--- src/rtl/ctl_seq_pkg.sv ---
package ctl_seq_pkg;
  typedef enum logic [2:0] {
    OP_JMP_IMM  = 3'd0,
    OP_CALL_IMM = 3'd1,
    OP_JMP_PTR  = 3'd2,
    OP_CALL_PTR = 3'd3,
    OP_RET      = 3'd4,
    OP_IRET     = 3'd5,
    OP_ICALL    = 3'd6,
    OP_RSVD     = 3'd7
  } ctl_op_e;
endpackage

--- src/rtl/ctl_target.sv ---
module ctl_target
  import ctl_seq_pkg::*;
#(
  parameter int unsigned AW = 16,
  parameter int unsigned IW = 12,
  parameter logic [AW-1:0] ICALL_VEC = AW'(2)
) (
  input  ctl_op_e          op_i,
  input  logic             cond_form_i,
  input  logic             cond_true_i,
  input  logic [AW-1:0]    pc_i,
  input  logic [IW-1:0]    imm_i,
  input  logic [AW-1:0]    ptr_i,
  input  logic [AW-1:0]    pr_i,
  input  logic [AW-1:0]    irp_i,
  output logic [AW-1:0]    next_pc_o,
  output logic             pr_wr_o,
  output logic [AW-1:0]    pr_val_o,
  output logic             long_o
);
  logic          cond_eff, taken;
  logic [AW-1:0] fall, tgt;

  // interrupt ops have no conditional form
  assign cond_eff = cond_form_i && (op_i != OP_IRET) && (op_i != OP_ICALL);
  assign fall     = pc_i + (cond_eff ? AW'(2) : AW'(1));
  assign taken    = !cond_eff || cond_true_i;

  always_comb begin
    unique case (op_i)
      OP_JMP_IMM, OP_CALL_IMM: tgt = {fall[AW-1:IW], imm_i};
      OP_JMP_PTR, OP_CALL_PTR: tgt = ptr_i;
      OP_RET:                  tgt = pr_i;
      OP_IRET:                 tgt = irp_i;
      OP_ICALL:                tgt = ICALL_VEC;
      default:                 tgt = fall;
    endcase
  end

  assign next_pc_o = taken ? tgt : fall;
  assign pr_wr_o   = taken && (op_i == OP_CALL_IMM || op_i == OP_CALL_PTR);
  assign pr_val_o  = fall;
  assign long_o    = cond_eff || (op_i == OP_ICALL);
endmodule

--- src/rtl/ctl_cyc_timer.sv ---
module ctl_cyc_timer #(
  parameter int unsigned MAX_CYC = 3,
  localparam int unsigned CW = $clog2(MAX_CYC + 1)
) (
  input  logic          clk_i,
  input  logic          rst_ni,
  input  logic          accept_i,
  input  logic [CW-1:0] cycles_i,
  output logic          active_o,
  output logic          load_direct_o,
  output logic          load_pend_o
);
  logic [CW-1:0] rem_q;

  always_ff @(posedge clk_i or negedge rst_ni) begin
    if (!rst_ni)               rem_q <= '0;
    else if (accept_i)         rem_q <= cycles_i - CW'(2);
    else if (rem_q != '0)      rem_q <= rem_q - CW'(1);
  end

  assign active_o      = (rem_q != '0);
  assign load_direct_o = accept_i && (cycles_i == CW'(2));
  assign load_pend_o   = (rem_q == CW'(1));
endmodule

--- src/rtl/ctl_seq.sv ---
module ctl_seq
  import ctl_seq_pkg::*;
#(
  parameter int unsigned AW = 16,
  parameter int unsigned IW = 12,
  parameter logic [AW-1:0] ICALL_VEC = AW'(2),
  localparam int unsigned MAX_CYC = 3,
  localparam int unsigned CW = $clog2(MAX_CYC + 1)
) (
  input  logic          clk_i,
  input  logic          rst_ni,
  input  logic          start_i,
  input  logic [2:0]    op_i,
  input  logic          cond_form_i,
  input  logic          cond_true_i,
  input  logic          adv_i,
  input  logic [IW-1:0] imm_i,
  input  logic [AW-1:0] ptr_i,
  input  logic [AW-1:0] irp_i,
  output logic [AW-1:0] fetch_addr_o,
  output logic [AW-1:0] pr_o,
  output logic          busy_o
);
  logic          active, ld_direct, ld_pend, accept;
  logic [AW-1:0] pc_q, pr_q, tgt_pc, tgt_pr_val, pend_pc, pend_pr_val;
  logic          tgt_pr_wr, tgt_long, pend_pr_wr;
  logic [CW-1:0] cycles;

  assign accept = start_i && !active;
  assign cycles = tgt_long ? CW'(3) : CW'(2);

  ctl_target #(.AW(AW), .IW(IW), .ICALL_VEC(ICALL_VEC)) u_tgt (
    .op_i        (ctl_op_e'(op_i)),
    .cond_form_i (cond_form_i),
    .cond_true_i (cond_true_i),
    .pc_i        (pc_q),
    .imm_i       (imm_i),
    .ptr_i       (ptr_i),
    .pr_i        (pr_q),
    .irp_i       (irp_i),
    .next_pc_o   (tgt_pc),
    .pr_wr_o     (tgt_pr_wr),
    .pr_val_o    (tgt_pr_val),
    .long_o      (tgt_long)
  );

  ctl_cyc_timer #(.MAX_CYC(MAX_CYC)) u_tmr (
    .clk_i         (clk_i),
    .rst_ni        (rst_ni),
    .accept_i      (accept),
    .cycles_i      (cycles),
    .active_o      (active),
    .load_direct_o (ld_direct),
    .load_pend_o   (ld_pend)
  );

  // result captured at accept, committed on the last busy edge
  always_ff @(posedge clk_i or negedge rst_ni) begin
    if (!rst_ni) begin
      pend_pc     <= '0;
      pend_pr_wr  <= 1'b0;
      pend_pr_val <= '0;
    end else if (accept) begin
      pend_pc     <= tgt_pc;
      pend_pr_wr  <= tgt_pr_wr;
      pend_pr_val <= tgt_pr_val;
    end
  end

  always_ff @(posedge clk_i or negedge rst_ni) begin
    if (!rst_ni) begin
      pc_q <= '0;
      pr_q <= '0;
    end else if (ld_direct) begin
      pc_q <= tgt_pc;
      if (tgt_pr_wr) pr_q <= tgt_pr_val;
    end else if (ld_pend) begin
      pc_q <= pend_pc;
      if (pend_pr_wr) pr_q <= pend_pr_val;
    end else if (!active && !start_i && adv_i) begin
      pc_q <= pc_q + AW'(1);
    end
  end

  assign fetch_addr_o = pc_q;
  assign pr_o         = pr_q;
  assign busy_o       = start_i || active;
endmodule

--- config.mk ---
export PLATFORM = sky130hd
export DESIGN_NAME = ctl_seq
export DESIGN_NICKNAME = d
export VERILOG_FILES = /design/src/rtl/ctl_seq_pkg.sv /design/src/rtl/ctl_target.sv /design/src/rtl/ctl_cyc_timer.sv /design/src/rtl/ctl_seq.sv
export SDC_FILE = /design/constraint.sdc
export NUM_CORES = 1
export LEC_CHECK = 0
export ABC_AREA = 0
export CORE_ASPECT_RATIO = 1.75
export CORE_MARGIN = 5
export CORE_UTILIZATION = 44
export DETAILED_ROUTE_END_ITERATION = 8
export DONT_BUFFER_PORTS = 1
export PLACE_DENSITY_LB_ADDON = 0.15
export SETUP_SLACK_MARGIN = 0.05
export SYNTH_ARGS = -nofsm -noshare
export SYNTH_HDL_FRONTEND = slang
export SYNTH_SLANG_ARGS = --single-unit
export TNS_END_PERCENT = 20
--- constraint.sdc ---
create_clock -name clk_i -period 3.4 [get_ports clk_i]
set_clock_uncertainty 0.15 [all_clocks]
set_input_delay 0.51 -clock clk_i [delete_from_list [all_inputs] [get_ports clk_i]]
set_output_delay 0.51 -clock clk_i [all_outputs]
set_load 0.05 [all_outputs]
* Word level (Yosys, flattened, before mapping) *
Index checks and enable logic that the tools add are counted.

word-level totals
  word-level logic and storage cells = 57
  register bits = 67

operators by class
  add/subtract/negate cells = 4
  muxes and demuxes = 13
  reductions and logical operators = 23
  equality and inequality tests = 11

operators by type and width
  cell                     count
  $mux W16                 8
  $pmux W16 S5             1
  $add A16 B1 Y16 const B  1
  $add A16 B16 Y16         1
  $eq A3 B3 Y1 const B     3
  $reduce_bool A2 Y1       4
  $logic_and A1 B1 Y1      7
  $eq A3 B2 Y1 const B     2
  $mux W2                  3
  $ne A3 B3 Y1 const B     2
  $logic_or A1 B1 Y1       4
  $reduce_or A2 Y1         2
  $eq A3 B1 Y1 const B     1
  $logic_not A1 Y1         3
  $logic_not A3 Y1         1
  $reduce_and A3 Y1        1
  $reduce_bool A3 Y1       1
  $eq A2 B1 Y1 const B     1
  $eq A2 B2 Y1 const B     1
  $ne A2 B1 Y1 const B     1
  $sub A2 B1 Y2 const B    1
  $sub A2 B2 Y2 const B    1
  $mux W1                  1

* Logic depth before layout (Yosys ltp) *
Gate-level depths: netlist (run 1).

  word-level depth = 9
  mapped depth = 13
  depth with buffers taken out = 11

* By module *
Synthesis (run 1) repeated with hierarchy kept, for this count alone.

unflattened totals
  cell total of the unflattened synthesis = 483
  area, all modules = 4486.8 um2

modules (own cells, without submodules)
  module         area each (um2)  cells each  instances
  ctl_seq        3181.8           301         1
  ctl_target     1159.9           167         1
  ctl_cyc_timer  145.1            15          1

* Worst setup path after synthesis (run 1) *
Ideal clock, no wire load.

  kind = input-to-reg
  start = input op_i[1]
  end = register pend_pc[14]
  library setup time = 0.125 ns
  arrival time = 3.018 ns
  buffers on the path = 2
  slack = 0.107 ns
  stages on the path = 13
  data required time = 3.125 ns
  path through = buf_2 -> buf_4 -> xor2_1 -> nand2_1 -> nand2_1 -> ha_1 -> inv_1 -> fa_1 -> nand3b_1 -> o41a_1 -> nor2_1 -> o22ai_1 -> mux2_2

between the ends
  word-level cells in the longest chain between the ends = 7
  elaborated cells on any way between the ends = 19
  those cells by class = add/sub (1); eq/ne (8); mux (3); reduce/logical (7)

RTL lines
  what                              RTL line          RTL
  start, declared                   ctl_seq.sv:13     input logic [2:0] op_i,
  $ne A3 B3 Y1                      ctl_target.sv:25  assign cond_eff = cond_form_i && (op_i != OP_IRET) && (op_i != OP_ICALL);
  $logic_and A1 B1 Y1 (2 in a row)  ctl_target.sv:25
  $mux W2                           ctl_target.sv:26  assign fall = pc_i + (cond_eff ? AW'(2) : AW'(1));
  $add A16 B16 Y16                  ctl_target.sv:26
  $pmux W16 S5                      ctl_target.sv:30  unique case (op_i)
  $mux W16 *                        ctl_target.sv:40  assign next_pc_o = taken ? tgt : fall;
  end signal, assigned              ctl_seq.sv:64     pend_pc <= tgt_pc;
  end, declared                     ctl_seq.sv:25     logic [AW-1:0] pc_q, pr_q, tgt_pc, tgt_pr_val, pend_pc, pend_pr_val;

Every way passes the cells marked *; elsewhere a longest branch is shown, timed or not.
A chain may end at the register's enable or synchronous reset.

* Worst setup path after layout (run 1) *
Ends and elaborated chain as after synthesis.

==> reports/qor.txt, run 1 <==
status: finished, final reports clean
Yosys top cell by area: dfrtp_1
Crit path arrival time: 2830 ps
IO buf count: 0
Multi-input gate area: 0.00242 mm^2
post-synthesis cell area: 0.00432 mm^2
clock buffer count from CTS: 9
Final Total Pwr: 4.70 mW
Final Worst Setup Slack: 633 ps
count leader, synth: nand2_1
Leak: 2.08 nW
GRT Residual Overflow: 0
Hold Buf Count CTS: 2
GPL Wtd Cong: 0.885
Synth cell types: 63
Cell Area, Placed: 0.00442 mm^2
final instance area: 0.00478 mm^2
Vias/cell: 6.06
num ports: 86
CTS tree: done
Power per Cell Area: 982 mW/mm^2
Post-Place Setup Slack: 298 ps
CP endpoint kind: flip-flop
critical path data required time: 3460 ps
Reg clk slew, reported paths: 60 ps
synth top area cells: dfrtp_1, mux2i_1, nand2_1, o21ai_0, nor2_1
Final Hold Fails: 0
crit path launch type: input pin
pin count of the biggest net entering global routing: 68
diode count: 0
H-tree Lvls: 3
Total GRT Usage: 22.5%
flops & latches, synth: 67
Chip Width: 84.9 um
max-cap violations: 0
unrepaired setup endpoints after global routing: false
Remaining DRCs: 0
Tcrit/Tclk final: 81.4%
min-delay worst type: input pin to flip-flop
clock tree buffer depth: 2
share of cells above drive strength 1: 9.33%
Routed WL: 13.3 mm
post-route ant nets: 0
post-synth top area share: 38.8%
path type of the worst setup path: input pin to flip-flop
die area: 0.0120 mm^2
Seq/Total Area, Yosys: 38.8%
synthesized instance count: 506
Post-DP HPWL: 9.98 mm
cts repair resizes: 0
Commonest cells post-synth: nand2_1, dfrtp_1, o21ai_0
EDFF count, synth: 0
TritonRoute pass-1 iters: 5
clk sinks: 67
Mapped Nets: 563
Placed Cells: 611
worst-margin pin slew: 840 ps
global-route wire length before repair: 21.0 mm
initial detailed-routing violation count: 214
Clock Latency Late Sink: 330 ps
Setup violations, final: 0
Peak VDD IR: 383 uV
relative slew slack: 44.0%
Storage cell area: 0.00168 mm^2
Initial Util: 44.4%
fmax: 361 MHz
row count: 48
Synth Flop Type: dfrtp_1
root buf cell: clkbuf_16
Synth Area per Inst: 8.54 um^2
final core occ: 49.2%
antenna violations before repair: 0
Final Non-Filler Cells: 629
fin nets: 556
asr flop ratio synth: 100%
DR vias: 3810
vias in the first global route: 3726
critical path peak fanout: 23
core area: 0.00973 mm^2
hold slack final: 203 ps
synthesis-to-finish area growth: 10.7%
minimum clock period: 2770 ps
TNS Setup: 0 ps
Die H: 141 um
synth warn: 0
post-CTS setup buffer count: 0
fillers: 958
post-DR wirelength/cell: 21.1 um
final max-slew violation count: 0
layout by cell type, fill, tap and decap left out, types with 6 or more instances in the layout:
cell and n:
a21o_1 8, a21oi_1 21, buf_4 17, clkbuf_16 9, dfrtp_1 67, inv_1 9, mux2i_1 33, nand2_1 82
nand3_1 9, nor2_1 37, nor2b_1 6, nor3_1 13, nor4_1 7, o21ai_0 59, o221ai_1 11, o22ai_1 9
xnor2_1 8, xor2_1 6
registers in the layout, summed over array words and instances (netlist names):
name	flops
fetch_addr_o	16
pend_pc	16
pend_pr_val	16
pend_pr_wr	1
pr_o	16
u_tmr.rem_q	2
report_power, final:
part	total, mW	leakage (nW)	switching (mW)	internal [mW]
sequential	1.94	0.847	0.794	1.15
clock	1.03	0.159	0.348	0.681
combinational	1.73	1.07	1.12	0.607
per-layer routing:
layer	wire, um	GRT usage (%)	part of all wire (%)
met1	5150	26.5	39
met2	6680	37.2	50
met3	1010	6.84	7.6
met4	452	10.7	3.4
met5	0	0	0
kinds of logic after synthesis:
family	Yosys count	share of synthesized area, %
adders and majority gates	4	1.33
xor gates and xnor gates	15	3.21
DFF	67	38.8
buffers and inverters	46	5.12
muxes	37	8.69
AOI/OAI and AO/OA	149	21.7
and+or+nand+nor	188	21.1
worst paths after layout:
| path | start | endpoint | slack, ps | cells past startpoint |
|---|---|---|---|---|
| setup / recovery | op_i[1] | pend_pc[14]$_DFFE_PN0P_ | 630 | 11 |
| hold / removal | op_i[0] | pend_pr_wr$_DFFE_PN0P_ | 200 | 2 |
| setup reg to reg | fetch_addr_o[0]$_DFFE_PN0P_ | fetch_addr_o[14]$_DFFE_PN0P_ | 720 | 7 |
| hold reg to reg | pend_pr_val[0]$_DFFE_PN0P_ | pend_pr_val[0]$_DFFE_PN0P_ | 320 | 2 |
| max in group asynchronous | rst_ni | fetch_addr_o[14]$_DFFE_PN0P_ | 2240 | 2 |
| min in group asynchronous | rst_ni | pend_pc[3]$_DFFE_PN0P_ | 540 | 2 |
cell type report:
cell class / count / area share (%)
repair buffers: 19 / 3.45
clock inverters: 4 / 1.52
well taps: 125 / 3.27
inverters: 9 / 0.706
clock buffers: 12 / 5.36
multi-input cells: 393 / 50.7
flip-flops and latches: 67 / 35.0
worst max-delay path: stages:
cell and delay, ps:
xor2_1 130, nand2_1 60, nand2_1 130, ha_1 210
inv_1 60, fa_1 440, nand3b_1 280, o41a_1 460
nor2_1 140, o22ai_1 120, mux2_2 280
Note: power is estimated with default switching activity, not from simulation.
==> run 2, diff against run 1 <==
==> constraint.sdc (replaced) <==
create_clock -name clk_i -period 2.8 [get_ports clk_i]
set_clock_uncertainty 0.15 [all_clocks]
set_input_delay 0.42 -clock clk_i [delete_from_list [all_inputs] [get_ports clk_i]]
set_output_delay 0.42 -clock clk_i [all_outputs]
set_load 0.05 [all_outputs]
==> run 2 against run 1 <==
Effect of this change:
- die area stayed put
- critical path depth is 3 lower
- setup slack worse by 470 ps
- register-to-register slack worse by 560 ps
- clock power hardly changed
- sequential share of layout area is 0.40 points lower
- global-route usage is 1.0 points higher
- final cell count is 1.7% higher
- flip-flop and latch count stayed put
- count of clock-buffer cells in the layout is 1 lower
- final area is 1.2% higher
- via count is 2.1% higher
- largest power group is now combinational cells
==> reports/qor.txt, run 2 (synthesis gave the netlist of run 1 again) <==
met1 wire length: 5.51 mm
Power per Cell Area: 1160 mW/mm^2
Remaining DRCs: 0
initial detailed-routing violation count: 321
min-delay worst type: input pin to flip-flop
TritonRoute pass-1 iters: 4
met2 wire length: 6.93 mm
Critical-path top delay cell: dfrtp_1
critical path peak fanout: 6
GPL Wtd Cong: 0.880
Setup violations, final: 0
Routed WL: 13.7 mm
switching power total: 2.80 mW
Leak: 2.11 nW
worst-margin pin slew: 787 ps
clock buffer count from CTS: 9
most common cell after layout, fill and taps aside: nand2_1
core area: 0.00973 mm^2
Internal: 2.82 mW
Initial Util: 44.4%
CP endpoint kind: flip-flop
pin count of the biggest net entering global routing: 68
combinational fraction of design power: 41.5%
clk sinks: 67
Clock Power Share: 18.3%
final instance area: 0.00484 mm^2
Chip Width: 84.9 um
vias in the first global route: 3873
synthesis-to-finish area growth: 12.0%
diode count: 0
share of cells above drive strength 1: 12.0%
metal3 WL: 829 um
Post-DP HPWL: 10.3 mm
fin nets: 567
Seq pwr share: 40.2%
row count: 48
root buf cell: clkbuf_16
Reg clk slew, reported paths: 60 ps
fmax: 379 MHz
Final Hold Fails: 0
GRT Residual Overflow: 0
global-route wire length before repair: 21.6 mm
num ports: 86
status: finished, final reports clean
Sw Ratio: 49.8%
Cell Area, Placed: 0.00454 mm^2
clock tree buffer depth: 2
max-cap violations: 0
die area: 0.0120 mm^2
Peak VDD IR: 409 uV
unrepaired setup endpoints after global routing: false
DR vias: 3890
Total GRT Usage: 23.5%
post-route ant nets: 0
crit path cell chain: ha_4 > inv_2 > fa_2 > nand3b_1 > o41a_1 > nor2_1 > o22ai_1 > mux2_4
crit path launch type: flip-flop
relative slew slack: 47.6%
CTS tree: done
leading cell types in the layout, fill and taps excluded: nand2_1, dfrtp_1, o21ai_0, nor2_1, mux2i_1
Die H: 141 um
Final Worst Setup Slack: 161 ps
critical path's top delay family: adder cells
Vias/cell: 6.08
IO buf count: 0
minimum clock period: 2640 ps
post-DR wirelength/cell: 21.4 um
final core occ: 49.7%
Clock Latency Late Sink: 340 ps
critical path data required time: 2870 ps
Tcrit/Tclk final: 94.2%
final max-slew violation count: 0
CP bufs+invs: 1
DR top layer: met4
Post-Place Setup Slack: 48.6 ps
highest cell delay on the worst timing path: 560 ps
hold slack final: 102 ps
path type of the worst setup path: flip-flop to flip-flop
Crit path arrival time: 2710 ps
TNS Setup: 0 ps
H-tree Lvls: 3
antenna violations before repair: 0
run 2: worst paths after layout:
kind,from,end,slack (ps),cells after the start
worst max-delay path,fetch_addr_o[0]$_DFFE_PN0P_,pend_pc[14]$_DFFE_PN0P_,160,8
worst max register to register,fetch_addr_o[0]$_DFFE_PN0P_,pend_pc[14]$_DFFE_PN0P_,160,8
max in group asynchronous,rst_ni,pend_pc[13]$_DFFE_PN0P_,1740,2
min in group asynchronous,rst_ni,pend_pc[0]$_DFFE_PN0P_,460,2
worst min-delay path,op_i[0],pend_pr_wr$_DFFE_PN0P_,100,2
worst min register to register,pend_pr_val[7]$_DFFE_PN0P_,pend_pr_val[7]$_DFFE_PN0P_,320,2
run 2: repair_timing:
action | in CTS | in global routing
setup buffers | 0 | 0
resized for setup | 0 | 0
hold buffers | 2 | 0
endpoints found under the hold margin | 67 | 0
run 2: layer usage:
layer	GRT usage [%]	vias to the layer above
met3	5.85	28
met1	27.5	1891
met4	10.1	0
met2	40.4	132
li1	-	1839
met5	0	-
run 2: power by group through the flow:
stage          clock network, mW  registers [mW]  logic, mW
2_1_floorplan                  0            2.41       1.46
5_1_grt                     1.08            2.32       2.55
6_report                    1.03            2.26       2.33
4_1_cts                     1.04            2.25       2.34
3_5_place_dp                   0            2.27       2.30
3_3_place_gp                   0            2.26       2.26
run 2: final cells by class:
class	instances	area, um^2
inverters	9	33.8
flip-flops and latches	67	1680
repair buffers	30	260
clock inverters	5	30.0
well taps	125	156
fillers	1016	4890
multi-input cells	393	2450
clock buffers	11	233
run 2: metrics by stage:
step                total power, mW  instances
floorplan                      3.87        506
global placement               4.52        622
detailed placement             4.57        622
CTS                            5.63        640
global route                   5.95        640
finish                         5.62        640
